[config.mk]
export PLATFORM = sky130hd
export DESIGN_NAME = rxtx_dma_fifo
export DESIGN_NICKNAME = d
export VERILOG_FILES = /design/src/rtl/rxq_pkg.sv /design/src/rtl/byte_fifo.sv /design/src/rtl/err_tally.sv /design/src/rtl/rx_ready_ctl.sv /design/src/rtl/rxtx_dma_fifo.sv
export SDC_FILE = /design/constraint.sdc
export NUM_CORES = 1
export LEC_CHECK = 0
export ABC_CLOCK_PERIOD_IN_PS = 10600
export CORE_MARGIN = 1.5
export CORE_UTILIZATION = 60
export DETAILED_ROUTE_END_ITERATION = 10
export DONT_BUFFER_PORTS = 1
export PLACE_DENSITY = 0.82
export SLEW_MARGIN = 25
export SYNTH_ARGS = -nofsm -noshare
export SYNTH_HDL_FRONTEND = slang
export SYNTH_SLANG_ARGS = --single-unit
[constraint.sdc]
create_clock -name clk -period 10.6 [get_ports clk]
set_input_delay 2.12 -clock clk [delete_from_list [all_inputs] [get_ports clk]]
set_output_delay 2.12 -clock clk [all_outputs]
set_load 0.01 [all_outputs]
[src/rtl/rxq_pkg.sv]
package rxq_pkg;
  localparam int DATA_W = 8;

  typedef struct packed {
    logic              brk;
    logic              frm;
    logic              par;
    logic [DATA_W-1:0] data;
  } rx_slot_t;

  // receive trigger level for a 2-bit select code
  function automatic int unsigned trig_level(input logic [1:0] sel);
    case (sel)
      2'b00:   return 1;
      2'b01:   return 4;
      2'b10:   return 8;
      default: return 14;
    endcase
  endfunction

  function automatic logic slot_tagged(input rx_slot_t s);
    return s.brk | s.frm | s.par;
  endfunction
endpackage

[src/rtl/byte_fifo.sv]
module byte_fifo #(
  parameter int W     = 8,
  parameter int DEPTH = 16,
  localparam int AW   = $clog2(DEPTH),
  localparam int CW   = $clog2(DEPTH + 1)
) (
  input  logic          clk,
  input  logic          rst,
  input  logic          clr,
  input  logic          single,
  input  logic          push,
  input  logic          pop,
  input  logic [W-1:0]  din,
  output logic [W-1:0]  dout,
  output logic [CW-1:0] count,
  output logic          full
);
  logic [W-1:0]  mem [DEPTH];
  logic [AW-1:0] wr_ptr, rd_ptr;
  logic [CW-1:0] cap;
  logic          push_ok, pop_ok;

  function automatic logic [AW-1:0] ptr_next(input logic [AW-1:0] p);
    return (p == AW'(DEPTH - 1)) ? '0 : p + 1'b1;
  endfunction

  assign cap     = single ? CW'(1) : CW'(DEPTH);
  assign full    = count >= cap;
  assign push_ok = push && !full && !clr;
  assign pop_ok  = pop && (count != '0) && !clr;
  assign dout    = mem[rd_ptr];

  always_ff @(posedge clk) begin
    if (push_ok) mem[wr_ptr] <= din;
  end

  always_ff @(posedge clk or posedge rst) begin
    if (rst) begin
      wr_ptr <= '0;
      rd_ptr <= '0;
      count  <= '0;
    end else if (clr) begin
      wr_ptr <= '0;
      rd_ptr <= '0;
      count  <= '0;
    end else begin
      if (push_ok) wr_ptr <= ptr_next(wr_ptr);
      if (pop_ok)  rd_ptr <= ptr_next(rd_ptr);
      case ({push_ok, pop_ok})
        2'b10:   count <= count + 1'b1;
        2'b01:   count <= count - 1'b1;
        default: count <= count;
      endcase
    end
  end
endmodule

[src/rtl/err_tally.sv]
module err_tally #(
  parameter int CW = 5
) (
  input  logic clk,
  input  logic rst,
  input  logic clr,
  input  logic inc,
  input  logic dec,
  output logic any_err
);
  logic [CW-1:0] tagged_cnt;

  always_ff @(posedge clk or posedge rst) begin
    if (rst)                   tagged_cnt <= '0;
    else if (clr)              tagged_cnt <= '0;
    else if (inc && !dec)      tagged_cnt <= tagged_cnt + 1'b1;
    else if (dec && !inc)      tagged_cnt <= tagged_cnt - 1'b1;
  end

  assign any_err = tagged_cnt != '0;
endmodule

[src/rtl/rx_ready_ctl.sv]
module rx_ready_ctl #(
  parameter int CW = 5
) (
  input  logic          clk,
  input  logic          rst,
  input  logic          clr,
  input  logic          mode1,
  input  logic          timeout,
  input  logic [CW-1:0] count,
  input  logic [CW-1:0] trig,
  output logic          trig_hit,
  output logic          held,
  output logic          rdy_n
);
  logic has_data;

  assign has_data = count != '0;
  assign trig_hit = count >= trig;

  // block-mode hold: set by trigger or timeout, dropped when empty
  always_ff @(posedge clk or posedge rst) begin
    if (rst)      held <= 1'b0;
    else if (clr) held <= 1'b0;
    else          held <= has_data && (held || trig_hit || timeout);
  end

  assign rdy_n = mode1 ? !(has_data && (held || trig_hit)) : !has_data;
endmodule

[src/rtl/rxtx_dma_fifo.sv]
module rxtx_dma_fifo #(
  parameter int DEPTH = 16,
  localparam int DW   = rxq_pkg::DATA_W,
  localparam int SW   = DW + 3,
  localparam int CW   = $clog2(DEPTH + 1)
) (
  input  logic          clk,
  input  logic          rst,
  input  logic          fifo_en,
  input  logic          dma_mode,
  input  logic [1:0]    trig_sel,
  input  logic          rx_clear,
  input  logic          tx_clear,
  input  logic          rx_push,
  input  logic [DW-1:0] rx_byte,
  input  logic          rx_par_err,
  input  logic          rx_frm_err,
  input  logic          rx_brk,
  input  logic          rx_timeout,
  input  logic          rx_pop,
  input  logic          tx_push,
  input  logic [DW-1:0] tx_byte,
  input  logic          tx_pop,
  output logic [DW-1:0] rx_head_byte,
  output logic          rx_head_par,
  output logic          rx_head_frm,
  output logic          rx_head_brk,
  output logic [CW-1:0] rx_count,
  output logic          rx_avail,
  output logic          rx_trig_hit,
  output logic          rx_fifo_err,
  output logic          rx_overrun,
  output logic          rxrdy_n,
  output logic [DW-1:0] tx_head_byte,
  output logic [CW-1:0] tx_count,
  output logic          txrdy_n
);
  import rxq_pkg::*;

  rx_slot_t      rx_in, rx_head;
  logic [SW-1:0] rx_head_bits;
  logic          rx_full, tx_full;
  logic          rx_push_ok, rx_pop_ok, rx_held;
  logic [CW-1:0] rx_trig;

  assign rx_in = '{brk: rx_brk, frm: rx_frm_err, par: rx_par_err, data: rx_byte};

  byte_fifo #(.W(SW), .DEPTH(DEPTH)) rx_q_i (
    .clk(clk), .rst(rst), .clr(rx_clear), .single(!fifo_en),
    .push(rx_push), .pop(rx_pop), .din(rx_in),
    .dout(rx_head_bits), .count(rx_count), .full(rx_full)
  );

  byte_fifo #(.W(DW), .DEPTH(DEPTH)) tx_q_i (
    .clk(clk), .rst(rst), .clr(tx_clear), .single(!fifo_en),
    .push(tx_push), .pop(tx_pop), .din(tx_byte),
    .dout(tx_head_byte), .count(tx_count), .full(tx_full)
  );

  assign rx_head      = rx_slot_t'(rx_head_bits);
  assign rx_head_byte = rx_head.data;
  assign rx_head_par  = rx_head.par;
  assign rx_head_frm  = rx_head.frm;
  assign rx_head_brk  = rx_head.brk;

  // accepted transfers, named for the tally and the checker
  assign rx_push_ok = rx_push && !rx_full && !rx_clear;
  assign rx_pop_ok  = rx_pop && (rx_count != '0) && !rx_clear;

  err_tally #(.CW(CW)) tally_i (
    .clk(clk), .rst(rst), .clr(rx_clear),
    .inc(rx_push_ok && slot_tagged(rx_in)),
    .dec(rx_pop_ok && slot_tagged(rx_head)),
    .any_err(rx_fifo_err)
  );

  assign rx_trig = CW'(trig_level(trig_sel));

  rx_ready_ctl #(.CW(CW)) rdy_i (
    .clk(clk), .rst(rst), .clr(rx_clear), .mode1(dma_mode),
    .timeout(rx_timeout), .count(rx_count), .trig(rx_trig),
    .trig_hit(rx_trig_hit), .held(rx_held), .rdy_n(rxrdy_n)
  );

  always_ff @(posedge clk or posedge rst) begin
    if (rst) rx_overrun <= 1'b0;
    else     rx_overrun <= rx_push && rx_full && !rx_clear;
  end

  assign rx_avail = rx_count != '0;
  assign txrdy_n  = dma_mode ? tx_full : (tx_count != '0);
endmodule

==> results.md, run 1 <==
* RSZ-0062 raised after global routing: no
* CTS tree: yes
* Post-CTS Resized at 0
* Vias per cell at 6.45
* Worst Slack Setup Final at 4.97 ns
* H-tree depth at 2
* Startpoint Class: input pin
* Fillcell total at 1438
* Synth-to-Final Area Change at 9.37%
* Dpl ws at 4.95 ns
* Ys Warns at 0
* Sw Share at 27.8%
* Synth area leader: edfxtp_1
* Outcome: completed
* Cells after synthesis at 798
* DRT iter0 DRCs at 679
* Ratio of cells with drive above 1 in the final layout at 15.2%
* DRC viols at 0
* Leakage at 5.11 nW
* Post-Syn Area at 0.0141 mm^2
* Tot Pwr at 3.42 mW
* Primary FF master, synth: edfxtp_1
* Post-synth cell types at 50
* Initial Util at 61.6%
* Initial DRT Pass Iterations at 5
* # setup viols final at 0
* Pint at 2.47 mW
* Gr ovfl total at 0
* Number of synthesized register bits at 337
* Clock Path Buffers at 3
* DP Cell Count at 1079
* Slew Viols, Final at 0
* Syn_area_per_cell at 17.6 um^2
* Syn_nets at 861
* Area contributors post-synth: edfxtp_1 (65%), mux4_2 (9.8%), dfrtp_1 (5.9%)
* # port buffers at 0
* Clk pwr share at 32.4%
* I/O pins at 67
* EDFF count, synth at 304
* Critical Path End Type: output pin
* Clk_lat worst skew at 0.52 ns
* P_sw at 0.948 mW
* Arrival @ worst endpoint at 3.51 ns
* Power Density at 222 mW/mm^2
* Post-cts hold buffer count at 0
* Clk sinks at 337
* Async SR Flop Fraction at 9.79%
* Finished Cell Area at 0.0154 mm^2
* Clk slew on worst S/H paths at 0.06 ns
* Worst Tran Pin Value at 1.04 ns
* Core Rows at 55
* Seq/Total Area, Yosys at 70.7%
* Die Area at 0.0244 mm^2
* Diode count at 0
* Initial antenna violation count at 0
* WL per Instance at 24.0 um
* Core ar. at 0.0228 mm^2
* Final Non-Filler Cells at 1140
* Largest net degree at the start of global routing at 53
* Period utilization at 53.2%
* Setup Buffers After CTS at 0
* DP Wirelength at 17200 um
* Post-route clock skew at 0.0156 ns
* Root buf cell: clkbuf_16
* Global Route Usage Sum at 23.1%
* Chip width at 156 um
* Number of global-route vias before repair at 7445
* Final Hold Viols at 0
* Hold WC Path Type: register to register
* Total CTS buffers at 34
* CP Data Required Time at 8.48 ns
* Die Height at 156 um
* Sum of negative setup slack at 0 ns
* Peak Freq at 0.177 GHz
* Area after DPL at 0.0144 mm^2
* Seq pwr share at 46.2%
* Via count at 7358
* Kind of critical path: input pin to output pin
* Synth top area share at 64.8%
* Crit-path max FO at 3
* Logic pwr share at 21.4%
* Post-route ant nets at 0
* First-pass GRT wire length at 42000 um
* Max-Cap Viols at 0
* Drt total wl at 27300 um
* Tmin final at 5.63 ns
* # nets final at 865
* Final GP Congestion at 0.890
* Worst reg2reg setup slack at 5.55 ns
* Slew headroom at 30.2%
* Worst vdd ir at 184 uV
## layout by cell type, fill, tap and decap left out, types with 12 or more instances in the layout
| cell type | Yosys | final |
|---|---|---|
| mux4_2 | 61 | 61 |
| a21oi_1 | 18 | 18 |
| edfxtp_1 | 304 | 304 |
| xnor2_1 | 12 | 12 |
| clkbuf_16 | 0 | 34 |
| dfrtp_1 | 33 | 30 |
| and2_1 | 29 | 29 |
| nor2_1 | 35 | 33 |
| o21ai_0 | 19 | 19 |
| a221oi_1 | 22 | 22 |
| inv_1 | 23 | 23 |
| mux2i_1 | 52 | 52 |
| nand2_1 | 32 | 32 |
| ha_1 | 28 | 28 |
## cells in the mapped netlist (2+ instances only)
master and n:
a211oi_1 2, a21o_1 4, a21oi_1 18, a221oi_1 22, a22oi_1 11, a311oi_1 4
a31oi_1 2, and2_1 29, and3_1 4, buf_1 10, buf_2 4, clkbuf_1 21
clkbuf_2 2, dfrtp_1 33, edfxtp_1 304, fa_1 3, ha_1 28, inv_1 23
mux2_2 3, mux2i_1 52, mux4_2 61, nand2_1 32, nand2b_1 5, nand3_1 5
nor2_1 35, nor2b_1 6, nor3_1 10, nor3b_1 2, nor4_1 2, nor4b_1 3
o21ai_0 19, o31ai_1 2, or3_1 5, or4_1 2, xnor2_1 12, xor2_1 4
## worst max-delay path: stages
cell and delay [ns]:
nor2_1 0.09, ha_1 0.23, nand2b_1 0.14, a21oi_1 0.15, nor2b_1 0.06, o21ai_0 0.15
nand2_1 0.15, o31ai_1 0.42
## path summary, 6_finish.rpt
| check | from | to | cells after the start |
|---|---|---|---|
| setup / recovery | trig_sel[1] | rxrdy_n | 8 |
| hold / removal | tx_q_i.wr_ptr[1] | tx_q_i.wr_ptr[1] | 2 |
| setup reg to reg | rx_q_i.rd_ptr[2] | tally_i.tagged_cnt[4] | 13 |
| hold reg to reg | tx_q_i.wr_ptr[1] | tx_q_i.wr_ptr[1] | 2 |
| max in group asynchronous | rst | rx_q_i.rd_ptr[0] | 2 |
| min in group asynchronous | rst | rdy_i.held | 2 |
## flip-flops by register name, summed over array words and instances (netlist names), 4 cells and up
name and flops:
tx_q_i.count 5, rx_q_i.wr_ptr 4, rx_q_i.mem 176, rx_q_i.rd_ptr 4
rx_q_i.count 5, tx_q_i.rd_ptr 4, tx_q_i.mem 128, tally_i.tagged_cnt 5
tx_q_i.wr_ptr 4
## logic make-up after synthesis
kind of cell	share of synthesized area (%)
flip-flops	70.7
AND/OR/NAND/NOR	5.36
multiplexers	13.9
AO/OA/AOI/OAI	4.26
buffers and inverters	1.79
adder cells (fa/ha/maj)	2.91
XOR/XNOR	1.11
## layer usage
| layer | wire (um) | vias to the layer above | global-route usage (%) |
|---|---|---|---|
| met5 | 0 | - | 0 |
| li1 | - | 3158 | - |
| met3 | 2440 | 43 | 5.75 |
| met2 | 14100 | 401 | 39.5 |
| met1 | 10400 | 3756 | 29.8 |
| met4 | 430 | 0 | 5.90 |
## cell type report
| class | count | area, um^2 | share of cell area, % |
|---|---|---|---|
| Tap cell | 313 | 392 | 2.54 |
| Timing Repair Buffer | 7 | 52.6 | 0.341 |
| Multi-Input combinational cell | 399 | 3890 | 25.2 |
| Inverter | 23 | 86.3 | 0.561 |
| Sequential cell | 337 | 9960 | 64.7 |
| Clock inverter | 18 | 126 | 0.821 |
| Clock buffer | 43 | 895 | 5.81 |
## power groups by stage
stage | sequential, mW | clock (mW) | combinational, mW
floorplan | 1.56 | 0 | 0.623
global placement | 1.60 | 0 | 0.691
detailed placement | 1.60 | 0 | 0.727
CTS | 1.58 | 1.13 | 0.733
global route | 1.58 | 1.17 | 0.796
finish | 1.58 | 1.11 | 0.732
## metrics by stage
| step | hold WS [ns] | util [%] |
|---|---|---|
| finish | 0.603 | 67.4 |
| global route | 0.623 | 67.4 |
| detailed placement | 0.588 | 62.9 |
| global placement | 0.540 | 62.9 |
| CTS | 0.606 | 67.4 |
| floorplan | 0.504 | - |
(Power assumes the default switching activity.)
==> run 2, diff against run 1 <==
--- a/config.mk
+++ b/config.mk
@@ -5,12 +5,13 @@
 export SDC_FILE = /design/constraint.sdc
 export NUM_CORES = 1
 export LEC_CHECK = 0
-export ABC_CLOCK_PERIOD_IN_PS = 10600
+export ABC_AREA = 1
+export ABC_CLOCK_PERIOD_IN_PS = 4600
 export CORE_MARGIN = 1.5
-export CORE_UTILIZATION = 60
+export CORE_UTILIZATION = 57
 export DETAILED_ROUTE_END_ITERATION = 10
 export DONT_BUFFER_PORTS = 1
-export PLACE_DENSITY = 0.82
+export PLACE_DENSITY = 0.81
 export SLEW_MARGIN = 25
 export SYNTH_ARGS = -nofsm -noshare
 export SYNTH_HDL_FRONTEND = slang
==> constraint.sdc (replaced) <==
create_clock -name clk -period 4.6 [get_ports clk]
set_input_delay 0.92 -clock clk [delete_from_list [all_inputs] [get_ports clk]]
set_output_delay 0.92 -clock clk [all_outputs]
set_load 0.01 [all_outputs]
==> run 2 against run 1 <==
  * Highest routed layer unchanged
  * Clock skew up 0.0044 ns
  * Sequential share of layout area down 1.8 points
  * Clock power grew to 2.6 times the previous value
  * Combinational power rose to 2.5 times the previous value
  * Core utilization shrank 2.6 points
  * Wire length up 20%
  * Register-to-register slack got worse by 4.2 ns
  * Design area increased by 2.9%
  * Synthesized cell count up 44%
==> results.md, run 2 <==
* Outcome: completed (unchanged)
* Ys Warns at 0 (unchanged)
* Logic pwr share at 21.8% (was 21.4%)
* Max-Cap Viols at 0 (unchanged)
* Diode count at 0 (unchanged)
* Mux share of post-synthesis cell area at 1.76% (was 13.9%)
* Slew headroom at 40.8% (was 30.2%)
* Vias per cell at 6.13 (was 6.45)
* Seq/Total Area, Yosys at 69.8% (was 70.7%)
* DP Cell Count at 1454 (was 1079)
* Largest registers: rx_q_i.mem: 176 flops, tx_q_i.mem: 128 flops (unchanged)
* Die Area at 0.0260 mm^2 (was 0.0244 mm^2)
* Clk slew on worst S/H paths at 0.06 ns (about the same)
* Slew Viols, Final at 0 (unchanged)
* Final Non-Filler Cells at 1515 (was 1140)
* Peak Freq at 0.266 GHz
* DRT iter0 DRCs at 1224 (was 679)
* EDFF count, synth at 304 (unchanged)
* Number of synthesized register bits at 337 (unchanged)
* Synth Area in Compound Gates at 9.43% (was 4.26%)
* Tmin final at 3.76 ns
* WL per Instance at 21.7 um (was 24.0 um)
* Post-Synth Simple-Gate Area at 12.0% (was 5.36%)
* Core Rows at 57 (was 55)
* Post-synth top cells: edfxtp_1 (304), nand2_1 (181), nor2_1 (143), o21ai_0 (101) (was edfxtp_1 (304), mux4_2 (61), mux2i_1 (52), nor2_1 (35), dfrtp_1 (33))
* Global Route Usage Sum at 25.3% (was 23.1%)
* Gr busiest metal: met2 (unchanged)
* First-pass GRT wire length at 50100 um (was 42000 um)
* RSZ-0062 raised after global routing: no (unchanged)
* Tot Pwr at 8.41 mW (was 3.42 mW)
* Post-Syn Area at 0.0143 mm^2 (was 0.0141 mm^2)
* Global-route met3 utilization at 4.06% (was 5.75%)
* DP Wirelength at 19900 um (was 17200 um)
* Syn_nets at 1216 (was 861)
* Layout Utilization at 64.8% (was 67.4%)
* Clk_lat worst skew at 0.51 ns (was 0.52 ns)
* Die Height at 161 um (was 156 um)
* Async SR Flop Fraction at 9.79% (unchanged)
* Post-cts hold buffer count at 0 (unchanged)
* M1 GR Usage at 32.6% (was 29.8%)
* Startpoint Class: register (was input pin)
* Primary FF master, synth: edfxtp_1 (unchanged)
* Critical Path End Type: output pin (unchanged)
* Area contributors post-synth: edfxtp_1 (64%), dfrtp_1 (5.8%), nand2_1 (4.8%) (was edfxtp_1 (65%), mux4_2 (9.8%), dfrtp_1 (5.9%))
* # port buffers at 0 (unchanged)
* Sw Share at 30.5% (was 27.8%)
* Core ar. at 0.0245 mm^2 (was 0.0228 mm^2)
* Initial antenna violation count at 0 (unchanged)
* Cells after synthesis at 1153 (was 798)
* Seq pwr share at 43.2% (was 46.2%)
* Synth-to-Final Area Change at 11.2% (was 9.37%)
* Cell with the most instances after synthesis: edfxtp_1 (unchanged)
* Number of global-route vias before repair at 9064 (was 7445)
* Combinational family with the most area after synthesis: simple AND/OR/NAND/NOR gates (was multiplexers)
* Worst Tran Pin Value at 0.885 ns (was 1.04 ns)
* Chip width at 161 um (was 156 um)
* Kind of critical path: register to output pin (was input pin to output pin)
* Root buf cell: clkbuf_16 (unchanged)
* Number of flip-flops in the largest register at 176 (unchanged)
* Drt total wl at 32900 um (was 27300 um)
* Most frequent cells in the layout: edfxtp_1 (304), nand2_1 (181), nor2_1 (143), o21ai_0 (101) (was edfxtp_1 (304), mux4_2 (61), mux2i_1 (52), clkbuf_16 (34), nor2_1 (33))
* Via count at 9286 (was 7358)
* Commonest non-fill, non-tap cell in the layout: edfxtp_1 (unchanged)
* # setup viols final at 0 (unchanged)
* Power Density at 531 mW/mm^2 (was 222 mW/mm^2)
* Ratio of cells with drive above 1 in the final layout at 8.90% (was 15.2%)
* Crit-path max FO at 14 (was 3)
* Post-CTS Resized at 0 (unchanged)
* Sum of negative setup slack at 0 ns (unchanged)
* # nets final at 1229 (was 865)
* Final GP Congestion at 0.829 (was 0.890)
* Post-synth cell types at 41 (was 50)
* CTS tree: yes (unchanged)
* Post-route ant nets at 0 (unchanged)
* Synth top area share at 64.1% (was 64.8%)
* Synth Area in Adders at 2.88% (was 2.91%)
* Post-Synth XOR/XNOR Area at 0.737% (was 1.11%)
* Arrival @ worst endpoint at 2.84 ns (was 3.51 ns)
* Synth area leader: edfxtp_1 (unchanged)
* H-tree depth at 2 (unchanged)
* Total CTS buffers at 34 (unchanged)
* Register name with the most flops: rx_q_i.mem (unchanged)
* M2 GR Usage at 43.4% (was 39.5%)
* Initial Util at 58.3% (was 61.6%)
* Hold WC Path Type: input pin to asynchronous set/reset pin (was register to register)
* Worst vdd ir at 406 uV (was 184 uV)
* Pint at 5.85 mW (was 2.47 mW)
* I/O pins at 67 (unchanged)
* Setup Buffers After CTS at 0 (unchanged)
* P_sw at 2.56 mW (was 0.948 mW)
* Clk sinks at 337 (unchanged)
* Largest net degree at the start of global routing at 68 (was 53)
* Final Hold Viols at 0 (unchanged)
* Clock Path Buffers at 3 (unchanged)
* Post-route clock skew at 0.0200 ns (was 0.0156 ns)
* Syn_area_per_cell at 12.4 um^2 (was 17.6 um^2)
* Gr ovfl total at 0 (unchanged)
* Clk pwr share at 35.0% (was 32.4%)
* Period utilization at 81.8%
* CP Data Required Time at 3.68 ns (was 8.48 ns)
* Initial DRT Pass Iterations at 6 (was 5)
* Leakage at 5.65 nW (was 5.11 nW)
* DRC viols at 0 (unchanged)
## run 2: cell count changes after synthesis, sizes merged, moves of 29 or more
cell / previous run / this run
inv: 23 / 58
nor2: 35 / 146
o21ai: 20 / 104
o221ai: 0 / 31
nand2: 32 / 187
and2: 29 / 0
mux4: 62 / 0
nand3: 6 / 57
## run 2: area by class of cell
class                   instances  area [um^2]
clock buffers                  39          901
clock inverters                22          288
fillers                      1732         8620
inverters                      60          225
multi-input cells             701         3820
flip-flops and latches        337         9960
well taps                     324          405
repair buffers                 32          240
## run 2: metal layers
metal | up-vias | wire length [um]
met3 | 83 | 2840
met2 | 518 | 16500
met5 | - | 0
met1 | 4489 | 12600
met4 | 0 | 1040
li1 | 4196 | -
## run 2: stage by stage
stage / hold WS, ns / worst slack (ns) / instance area [um^2]
floorplan: 0.500 / 1.38 / 14300
global placement: 0.536 / 1.18 / 14700
detailed placement: 0.526 / 1.09 / 14700
CTS: 0.416 / 0.855 / 15800
global route: 0.459 / 0.699 / 15800
finish: 0.408 / 0.835 / 15800
## run 2: worst max-delay path: stages, from the launching register on
cell and delay, ns:
dfrtp_1 0.52, inv_2 0.24, nor2_4 0.36, clkinv_1 0.44, a21oi_1 0.26, a221oi_1 0.12
o21ai_0 0.16, nand2_1 0.23
## run 2: worst paths after layout
path                       cells past startpoint             startpoint  slack [ns]               endpoint
setup reg to reg                              20       rx_q_i.rd_ptr[2]        1.31  tally_i.tagged_cnt[4]
max in group asynchronous                      2                    rst        3.84       tx_q_i.rd_ptr[1]
min in group clk                               1               rx_clear        0.48             rdy_i.held
hold / removal                                 2                    rst        0.41             rdy_i.held
hold reg to reg                                2  tally_i.tagged_cnt[4]        0.55  tally_i.tagged_cnt[4]
setup / recovery                               7       rx_q_i.rd_ptr[2]        0.84        rx_head_byte[6]
## run 2: cell families after synthesis
group           after synthesis
simple gates                413
fa+ha+maj                    31
xor+xnor                     12
buf+inv                     115
mux                          25
flops                       337
compound gates              220
## run 2: power groups by stage
stage	clock [mW]	sequential, mW	combinational [mW]
after floorplan	0	3.62	1.43
after global routing	3.07	3.64	2.03
after detailed placement	0	3.69	1.81
final	2.94	3.63	1.84
after CTS	2.97	3.63	1.82
after global placement	0	3.68	1.74
==> run 3, diff against run 2 <==
--- a/config.mk
+++ b/config.mk
@@ -5,8 +5,8 @@
 export SDC_FILE = /design/constraint.sdc
 export NUM_CORES = 1
 export LEC_CHECK = 0
-export ABC_AREA = 1
-export ABC_CLOCK_PERIOD_IN_PS = 4600
+export ABC_AREA = 0
+export ABC_CLOCK_PERIOD_IN_PS = 3340
 export CORE_MARGIN = 1.5
 export CORE_UTILIZATION = 57
 export DETAILED_ROUTE_END_ITERATION = 10
==> constraint.sdc (replaced) <==
create_clock -name clk -period 3.34 [get_ports clk]
set_input_delay 0.668 -clock clk [delete_from_list [all_inputs] [get_ports clk]]
set_output_delay 0.668 -clock clk [all_outputs]
set_load 0.01 [all_outputs]
==> run 3 against run 2 <==
  * The run now ends with negative setup slack left
  * Final cell count down 20%
  * Register-to-register slack worse by 1.3 ns
  * Clock-buffer cell count up 1
  * Clock skew down 0.0042 ns
  * Total power up 33%
  * Via count down 20%
  * Core utilization up 1.5 points
  * Wire length down 15%
  * Non-clock buffer count up 36
  * Largest cell class unchanged
==> results.md, run 3 (synthesized netlist as in run 1, its figures left out) <==
* Initial antenna violation count at 0 (unchanged)
* Vias per cell at 6.10 (was 6.13)
* Most frequent cells in the layout: edfxtp_1 (304), mux4_2 (61), buf_4 (57), mux2i_1 (51) (was edfxtp_1 (304), nand2_1 (181), nor2_1 (143), o21ai_0 (101))
* Final Non-Filler Cells at 1212 (was 1515)
* Kind of critical path: register to register (was register to output pin)
* Die Area at 0.0257 mm^2 (was 0.0260 mm^2)
* Leakage at 5.48 nW (was 5.65 nW)
* Worst vdd ir at 641 uV (was 406 uV)
* Power Density at 698 mW/mm^2 (was 531 mW/mm^2)
* Startpoint Class: register (unchanged)
* Ratio of cells with drive above 1 in the final layout at 22.4% (was 8.90%)
* Tot Pwr at 11.2 mW (was 8.41 mW)
* # setup viols final at 1 (was 0)
* Clk sinks at 337 (unchanged)
* Global Route Usage Sum at 22.2% (was 25.3%)
* Tmin final at 3.37 ns
* First-pass GRT wire length at 43000 um (was 50100 um)
* Sum of negative setup slack at -0.0284 ns (was 0 ns)
* Chip width at 160 um (was 161 um)
* Fillcell total at 1554 (was 1732)
* Core ar. at 0.0242 mm^2 (was 0.0245 mm^2)
* H-tree depth at 2 (unchanged)
* Post-route ant nets at 0 (unchanged)
* DRC viols at 0 (unchanged)
* RSZ-0062 raised after global routing: yes (was no)
* WL per Instance at 23.0 um (was 21.7 um)
* DRT iter0 DRCs at 644 (was 1224)
* Post-route clock skew at 0.0157 ns (was 0.0200 ns)
* CP Data Required Time at 3.76 ns (was 3.68 ns)
* Layout Utilization at 66.3% (was 64.8%)
* DP Cell Count at 1143 (was 1454)
* Number of flip-flops in the largest register at 176 (unchanged)
* Critical Path, Cell by Cell: buf_6 > mux4_2 > a22oi_2 > nand4_1 > o21ai_2 > nand2_2 > fa_2 > a21o_1 > a21oi_2 > nand4bb_1 > mux2i_1 > or4_1 > and3b_1 (was inv_2 > nor2_4 > clkinv_1 > a21oi_1 > a221oi_1 > o21ai_0 > nand2_1)
* Number of global-route vias before repair at 7725 (was 9064)
* Peak Freq at 0.297 GHz
* Largest registers: rx_q_i.mem: 176 flops, tx_q_i.mem: 128 flops (unchanged)
* Final Hold Viols at 0 (unchanged)
* Outcome: finished with violations (was completed)
* # nets final at 926 (was 1229)
* Critical Path End Type: register (was output pin)
* Core Rows at 57 (unchanged)
* Dpl ws at -0.317 ns (was 1.09 ns)
* Hold_ws at 0.194 ns (was 0.408 ns)
* Drt total wl at 27800 um (was 32900 um)
* DP Wirelength at 17500 um (was 19900 um)
* Register name with the most flops: rx_q_i.mem (unchanged)
* Diode count at 0 (unchanged)
* Via count at 7389 (was 9286)
* Crit-path max FO at 4 (was 14)
* Area after DPL at 0.0149 mm^2 (was 0.0147 mm^2)
* # port buffers at 0 (unchanged)
* Final GP Congestion at 0.816 (was 0.829)
* Synth-to-Final Area Change at 14.1% (was 11.2%)
* Arrival @ worst endpoint at 3.79 ns (was 2.84 ns)
* I/O pins at 67 (unchanged)
* Failing checks: negative setup slack
* Largest net degree at the start of global routing at 37 (was 68)
* Clock Path Buffers at 3 (unchanged)
* Total CTS buffers at 34 (unchanged)
* Initial Util at 58.1% (was 58.3%)
* Largest stage delay, worst path at 0.50 ns (was 0.52 ns)
* Period utilization at 101%
* Worst Tran Pin Value at 0.668 ns (was 0.885 ns)
* Hold WC Path Type: input pin to register (was input pin to asynchronous set/reset pin)
* Initial DRT Pass Iterations at 5 (was 6)
* CTS tree: yes (unchanged)
* Slew headroom at 55.5% (was 40.8%)
* Max-Cap Viols at 0 (unchanged)
* Finished Cell Area at 0.0161 mm^2 (was 0.0158 mm^2)
* Die Height at 160 um (was 161 um)
* Critical-path top delay cell: mux4_2 (was dfrtp_1)
* Slew Viols, Final at 0 (unchanged)
* Clk_lat worst skew at 0.54 ns (was 0.51 ns)
* Worst Slack Setup Final at -0.0284 ns (was 0.835 ns)
* Clk slew on worst S/H paths at 0.06 ns (about the same)
* Root buf cell: clkbuf_16 (unchanged)
* Commonest non-fill, non-tap cell in the layout: edfxtp_1 (unchanged)
* Gr ovfl total at 0 (unchanged)
run 3: cell types whose count changed in the layout (fill, tap and decap cells not counted), sizes merged, moves of 31 or more:
cell	before	now
nand2	187	32
nand3	57	6
mux4	0	62
buf	32	67
o21ai	104	20
nor2	146	35
inv	59	24
o221ai	31	0
run 3: critical path, delay by kind of cell (launching register included):
kind,cells,cell delay [ns]
compound gates,4,0.78
simple gates,5,0.98
flops,1,0.46
buf+inv,1,0.12
fa+ha+maj,1,0.34
mux,2,0.58
run 3: where the power goes:
part / switching [mW] / internal, mW
Sequential: 0.170 / 4.76
Combinational: 1.36 / 1.38
Clock: 1.57 / 1.97
Total: 3.10 / 8.12
run 3: final cells by class:
type	instances	area, um^2	share of cell area, %
well taps	324	405	2.52
inverters	23	86.3	0.537
clock buffers	40	873	5.43
flip-flops and latches	337	9960	62.0
repair buffers	68	621	3.86
clock inverters	21	169	1.05
multi-input cells	399	3960	24.6
run 3: path summary, 6_finish.rpt:
kind,startpoint,end,slack [ns],depth (start not counted)
max reg2reg,rx_q_i.rd_ptr[0],tally_i.tagged_cnt[4],-0.03,13
min in group asynchronous,rst,tally_i.tagged_cnt[2],0.55,2
max,rx_q_i.rd_ptr[0],tally_i.tagged_cnt[4],-0.03,13
min,tx_clear,tx_q_i.rd_ptr[0],0.19,1
min reg2reg,rx_q_i.wr_ptr[2],rx_q_i.wr_ptr[2],0.58,2
max in group asynchronous,rst,rx_q_i.rd_ptr[0],2.18,3
run 3: layer usage:
layer / wire (um) / global-route usage (%) / share of wire [%]
met1: 10700 / 27.8 / 38
met2: 14600 / 39.0 / 53
met3: 1710 / 3.92 / 6.1
met4: 848 / 8.20 / 3.0
met5: 0 / 0 / 0
run 3: timing repair:
action / CTS / global route
setup endpoints to repair: 6 / 7
setup buffers: 6 / 1
gates resized for setup: 8 / 8
hold buffers: 1 / 0
pin swaps: 8 / 7
hold endpoints to repair: 7 / 0
